### src/rtl/ssio_pkg.sv
package ssio_pkg;
    localparam int DATA_W  = 8;
    localparam int SEL_W   = 3;
    localparam int CNT_W   = 8;
    localparam int BIT_W   = $clog2(DATA_W);
    localparam logic [SEL_W-1:0] SEL_EXT = '1;

    typedef logic [DATA_W-1:0] word_t;

    typedef struct packed {
        logic tx_empty;
        logic rx_full;
        logic overrun;
    } buf_stat_t;

    function automatic logic [CNT_W-1:0] half_cycles(input logic [SEL_W-1:0] sel);
        half_cycles = CNT_W'(1) << (sel + SEL_W'(1));
    endfunction
endpackage

### src/rtl/ssio_sync.sv
module ssio_sync (
    input  logic clk,
    input  logic rst,
    input  logic pin,
    output logic rise,
    output logic fall
);
    logic [2:0] stg;

    always_ff @(posedge clk) begin
        if (rst) stg <= 3'b111;
        else     stg <= {stg[1:0], pin};
    end

    always_comb begin
        rise = stg[1] & ~stg[2];
        fall = ~stg[1] & stg[2];
    end
endmodule

### src/rtl/ssio_bufs.sv
module ssio_bufs
    import ssio_pkg::*;
(
    input  logic      clk,
    input  logic      rst,
    input  logic      ext_mode,
    input  logic      wr_en,
    input  word_t     wr_data,
    input  logic      rd_en,
    input  logic      load,
    input  logic      done,
    input  word_t     done_word,
    output word_t     tx_word,
    output word_t     rx_word,
    output buf_stat_t stat
);
    always_ff @(posedge clk) begin
        if (rst) begin
            tx_word <= '0;
            rx_word <= '0;
            stat    <= '{tx_empty: 1'b1, rx_full: 1'b0, overrun: 1'b0};
        end else begin
            if (wr_en) begin
                tx_word       <= wr_data;
                stat.tx_empty <= 1'b0;
            end else if (load) begin
                stat.tx_empty <= 1'b1;
            end
            if (done) begin
                rx_word      <= done_word;
                stat.rx_full <= 1'b1;
            end else if (rd_en) begin
                stat.rx_full <= 1'b0;
            end
            if (load && ext_mode && stat.rx_full && !rd_en) stat.overrun <= 1'b1;
            else if (rd_en)                                  stat.overrun <= 1'b0;
        end
    end


    rd_clears_chk: assert property (@(posedge clk) disable iff (rst)
        (rd_en && !done) |=> !stat.rx_full);

    wr_clears_chk: assert property (@(posedge clk) disable iff (rst)
        wr_en |=> !stat.tx_empty);
endmodule

### src/rtl/ssio_engine.sv
module ssio_engine
    import ssio_pkg::*;
(
    input  logic             clk,
    input  logic             rst,
    input  logic [SEL_W-1:0] sel,
    input  word_t            tx_word,
    input  logic             tx_empty,
    input  logic             rx_full,
    input  logic             ext_rise,
    input  logic             ext_fall,
    input  logic             si,
    output logic             load,
    output logic             done,
    output word_t            done_word,
    output logic             sck_q,
    output logic             so_q,
    output logic             wait_active
);
    logic             busy, started, int_mode, phase_end, last, rise_ev, fall_ev;
    logic [CNT_W-1:0] phase_cnt, half;
    logic [BIT_W-1:0] bit_cnt;
    word_t            shreg;

    always_comb begin
        int_mode  = (sel != SEL_EXT);
        half      = half_cycles(sel);
        phase_end = (phase_cnt == half - CNT_W'(1));
        last      = (bit_cnt == BIT_W'(DATA_W - 1));
        load      = !busy && (int_mode ? (!tx_empty && !rx_full) : ext_fall);
        rise_ev   = busy && (int_mode ? (phase_end && !sck_q) : ext_rise);
        fall_ev   = busy && !last && (int_mode ? (phase_end && sck_q) : ext_fall);
        done      = int_mode ? (busy && phase_end && sck_q && last) : (rise_ev && last);
        done_word = int_mode ? shreg : {si, shreg[DATA_W-1:1]};
        wait_active = int_mode && started && !busy && (tx_empty || rx_full);
    end

    always_ff @(posedge clk) begin
        if (rst) begin
            busy      <= 1'b0;
            started   <= 1'b0;
            phase_cnt <= '0;
            bit_cnt   <= '0;
            sck_q     <= 1'b1;
            so_q      <= 1'b1;
            shreg     <= '0;
        end else if (load) begin
            busy      <= 1'b1;
            started   <= started | int_mode;
            shreg     <= tx_word;
            so_q      <= tx_word[0];
            bit_cnt   <= '0;
            phase_cnt <= '0;
            sck_q     <= !int_mode;
        end else if (busy) begin
            phase_cnt <= phase_end ? '0 : phase_cnt + CNT_W'(1);
            if (rise_ev) begin
                shreg <= {si, shreg[DATA_W-1:1]};
                if (int_mode) sck_q <= 1'b1;
            end
            if (fall_ev) begin
                so_q    <= shreg[0];
                bit_cnt <= bit_cnt + BIT_W'(1);
                if (int_mode) sck_q <= 1'b0;
            end
            if (done) busy <= 1'b0;
        end
    end


    idle_high_chk: assert property (@(posedge clk) disable iff (rst)
        (int_mode && !busy) |-> sck_q);

    so_on_fall_chk: assert property (@(posedge clk) disable iff (rst)
        (int_mode && !$stable(so_q)) |-> !sck_q);

    phase_bound_chk: assert property (@(posedge clk) disable iff (rst)
        (int_mode && busy) |-> (phase_cnt < half));
endmodule

### src/rtl/ssio_top.sv
module ssio_top
    import ssio_pkg::*;
(
    input  logic             clk,
    input  logic             rst,
    input  logic [SEL_W-1:0] clk_sel,
    input  logic             wr_en,
    input  logic [DATA_W-1:0] wr_data,
    input  logic             rd_en,
    output logic [DATA_W-1:0] rd_data,
    output logic             tx_empty,
    output logic             rx_full,
    output logic             wait_active,
    output logic             overrun,
    input  logic             si,
    output logic             so,
    input  logic             sck_in,
    output logic             sck_out,
    output logic             sck_oe
);
    logic      ext_rise, ext_fall, load, done, ext_mode;
    word_t     tx_word, done_word;
    buf_stat_t stat;

    assign ext_mode = (clk_sel == SEL_EXT);

    ssio_sync u_sync (
        .clk(clk), .rst(rst), .pin(sck_in), .rise(ext_rise), .fall(ext_fall)
    );

    ssio_engine u_engine (
        .clk(clk), .rst(rst), .sel(clk_sel), .tx_word(tx_word),
        .tx_empty(stat.tx_empty), .rx_full(stat.rx_full),
        .ext_rise(ext_rise), .ext_fall(ext_fall), .si(si),
        .load(load), .done(done), .done_word(done_word),
        .sck_q(sck_out), .so_q(so), .wait_active(wait_active)
    );

    ssio_bufs u_bufs (
        .clk(clk), .rst(rst), .ext_mode(ext_mode), .wr_en(wr_en), .wr_data(wr_data),
        .rd_en(rd_en), .load(load), .done(done), .done_word(done_word),
        .tx_word(tx_word), .rx_word(rd_data), .stat(stat)
    );

    assign tx_empty = stat.tx_empty;
    assign rx_full  = stat.rx_full;
    assign overrun  = stat.overrun;
    assign sck_oe   = !ext_mode;


    wait_clk_high_chk: assert property (@(posedge clk) disable iff (rst)
        wait_active |-> sck_out);

    ext_no_wait_chk: assert property (@(posedge clk) disable iff (rst)
        ext_mode |-> !wait_active);
endmodule

### config.mk
export PLATFORM = sky130hd
export DESIGN_NAME = ssio_top
export DESIGN_NICKNAME = d
export VERILOG_FILES = /design/src/rtl/ssio_pkg.sv /design/src/rtl/ssio_sync.sv /design/src/rtl/ssio_bufs.sv /design/src/rtl/ssio_engine.sv /design/src/rtl/ssio_top.sv
export SDC_FILE = /design/constraint.sdc
export NUM_CORES = 1
export LEC_CHECK = 0
export BUFFER_PORTS_ARGS = -buffer_cell sky130_fd_sc_hd__buf_4
export CAP_MARGIN = 20
export CORE_UTILIZATION = 28
export DETAILED_ROUTE_END_ITERATION = 10
export GPL_TIMING_DRIVEN = 0
export HOLD_SLACK_MARGIN = 0.06
export MAX_ROUTING_LAYER = met4
export SKIP_CTS_REPAIR_TIMING = 1
export SLEW_MARGIN = 20
export SYNTH_ARGS = -nofsm -noshare
export SYNTH_HDL_FRONTEND = slang
export SYNTH_HIERARCHICAL = 1
export SYNTH_SLANG_ARGS = --single-unit
export TNS_END_PERCENT = 5
### constraint.sdc
create_clock -name clk -period 10.79 [get_ports clk]
set_input_delay 2.158 -clock clk [delete_from_list [all_inputs] [get_ports clk]]
set_output_delay 2.158 -clock clk [all_outputs]
set_load 0.02 [all_outputs]
==> impl_metrics.yaml <==
clocking:
  ctsLongestPathBuffers: 2
  cts_tree: "done"
  root_buffer: "clkbuf_8"
  cts_buffers: 5
  numClockSinks: 45
  h-tree-depth: 2
  cts.reportedPaths.clkPinSlew_ns: 0.08
  clock_latency_ns: 0.29
placed_design:
  dpl.cell_count: 415
  port_buffers: 30
  place_congestion: 0.789
  dpl.hpwl_um: 4220
timing:
  finClkSkew_ns: 0.00667
  relSlewSlack_pct: 61.7
  setup_viol: 0
  fmax_mhz: 164
  slew_violations: 0
  final.setup.tns_ns: 0
  post-route-min-period_ns: 6.10
  final-hold-violation-count: 0
  tightest_slew_ns: 0.568
  rsz0062_at_grt: "false"
  period_share_pct: 56.5
job:
  cap_violations: 0
logic_synthesis:
  synth_cell_types: 54
  synth_edf_count: 0
  seq_area_frac_synth_pct: 36.4
  synthArstFlopShare_pct: 0
  syn_inst: 280
  synth_area_per_cell_sq_um: 8.85
  yosys_most_used_dff: "dfxtp_1"
  syn_area_sq_um: 2480
  ys_ff_latch: 45
  syn-num-nets: 303
  yosys_warnings: 6
critical_path:
  start_kind: "input port"
  criticalPathCategory: "input port to primary output"
  cp.required_ns: 8.63
  cp-startpoint: "clk_sel[0]"
  crit_fanout: 10
  arrival_ns: 3.94
  end_kind: "primary output"
  r2r_start: "u_sync/stg[1]"
detailed_routing:
  drtPass1Iterations: 4
  avgRoutedWirePerCell_um: 13.5
  ant_nets: 0
  wl_met1_um: 2690
  met2_length_um: 2640
  dr.max_layer_used: "met4"
  dr_wl_met3_um: 251
  finalWirelength_um: 5720
  drtIter0Drc: 160
  drcViolationCount: 0
  avgViaCountPerCell: 5.13
  vias: 2166
floorplanning:
  dieArea_sq_um: 9230
  die_width_um: 96.1
  die_y_um: 96.1
  rows: 33
  initial_core_util_pct: 29.6
  core_sq_um: 8380
  top_level_ports: 32
power:
  power.leakage_nw: 1.16
  p_per_area_nw_per_um2: 115
  finalPower_mw: 0.338
  peakVddDrop_mv: 0.0659
finish:
  instances_no_fill: 422
  final_common_cell: "dfxtp_1"
  nets: 340
  syn_to_final_growth_pct: 18.0
  n_antenna_cell: 0
  drive_gt1_share_pct: 19.6
  final_cell_mix: "45 x dfxtp_1, 31 x buf_4, 28 x nor2_1"
grt:
  grt_max_degree: 14
  grt_pass1_wl_um: 9800
  gr-total-overflow: 0
  grtUsageTotal_pct: 14.0
  antenna_found_initial: 0
  grt_pass1_vias: 2102
worst_hold_path:
  holdCritPathClass: "flop to flop"
  min-delay-start: "u_sync/stg[0]"
status:
  status: "completed"
registers in the layout, summed over array words and instances, names as in the netlist, named ones only:
name	count
u_engine/busy	1
u_engine/shreg	8
u_bufs/tx_word	8
u_bufs/rx_word	8
u_engine/started	1
u_engine/so_q	1
u_bufs/stat	3
u_engine/bit_cnt	3
u_engine/phase_cnt	8
u_sync/stg	3
critical path, stage by stage:
cell and delay (ns):
buf_4 0.12, buf_4 0.17, inv_1 0.10, nor2_1 0.07, ha_1 0.28, buf_6 0.18
clkbuf_1 0.26, nor4b_1 0.40, buf_4 0.21
metal layers:
layer | global-route usage (%) | vias to the layer above
li1 | - | 1080
met1 | 17.6 | 1022
met2 | 21.9 | 54
met3 | 2.53 | 10
met4 | 6.22 | 0
met5 | - | -
cell usage after synthesis, types with 2 or more instances:
library cell / number / share of area [%]
o21bai_1: 2 / 0.61
a31oi_1: 9 / 2.3
nor3_1: 10 / 2.0
dfxtp_1: 45 / 36
nand2b_1: 4 / 1.0
a21o_1: 2 / 0.61
or2_1: 4 / 1.0
nor4b_1: 2 / 0.71
and2_1: 8 / 2.0
xnor2_1: 10 / 3.5
mux2_2: 9 / 4.1
nand3_1: 11 / 2.2
mux2i_1: 21 / 8.5
ha_1: 6 / 3.0
or3_1: 3 / 0.76
nor2b_1: 3 / 0.76
nand4_1: 9 / 2.3
o21ai_0: 6 / 1.2
inv_1: 10 / 1.5
and3_1: 5 / 1.3
a21oi_1: 10 / 2.0
nor2_1: 28 / 4.2
clkbuf_1: 7 / 1.1
buf_6: 4 / 1.8
a21oi_2: 2 / 0.71
a22oi_1: 6 / 1.8
nand2_1: 15 / 2.3
xor2_1: 2 / 0.71
buf_2: 2 / 0.40
metrics by stage:
| stage | cell area [sq um] | util (%) | hold WS [ns] | worst slack (ns) |
|---|---|---|---|---|
| 2_1_floorplan | 2480 | - | 0.385 | 4.77 |
| 3_3_place_gp | 2830 | 33.8 | 0.401 | 4.70 |
| 3_5_place_dp | 2830 | 33.8 | 0.410 | 4.69 |
| 4_1_cts | 2920 | 34.9 | 0.424 | 4.68 |
| 5_1_grt | 2920 | 34.9 | 0.443 | 4.57 |
| 6_report | 2920 | 34.9 | 0.417 | 4.69 |
worst paths after layout:
kind                                          end  cells after the start  slack, ns
worst max-delay path                  wait_active                      9       4.69
worst max register to register  u_engine/shreg[4]                      8       8.54
worst min-delay path                u_sync/stg[1]                      1       0.42
worst min register to register      u_sync/stg[1]                      1       0.42
kinds of logic (layout without fill, tap and decap cells):
logic type	count (synthesis)	count (layout)	share of synthesized area [%]
buf+inv	26	63	5.40
compound gates	51	51	14.5
fa+ha+maj	7	7	3.48
xor+xnor	12	12	4.24
mux	30	30	12.6
simple gates	109	109	23.4
flops	45	45	36.4
final cells by class:
class / instances / area (sq um)
plain buffers: 15 / 92.6
clock inverters: 1 / 7.51
well taps: 105 / 131
fillers: 891 / 5460
multi-input cells: 209 / 1440
repair buffers: 30 / 225
clock buffers: 6 / 82.6
flip-flops and latches: 45 / 901
inverters: 11 / 41.3
power breakdown:
part           internal, mW  switching [mW]
clock                0.0507          0.0559
combinational        0.0236          0.0315
sequential            0.171         0.00472
total                 0.245          0.0921
No activity file was read; power rests on OpenSTA's default activity.
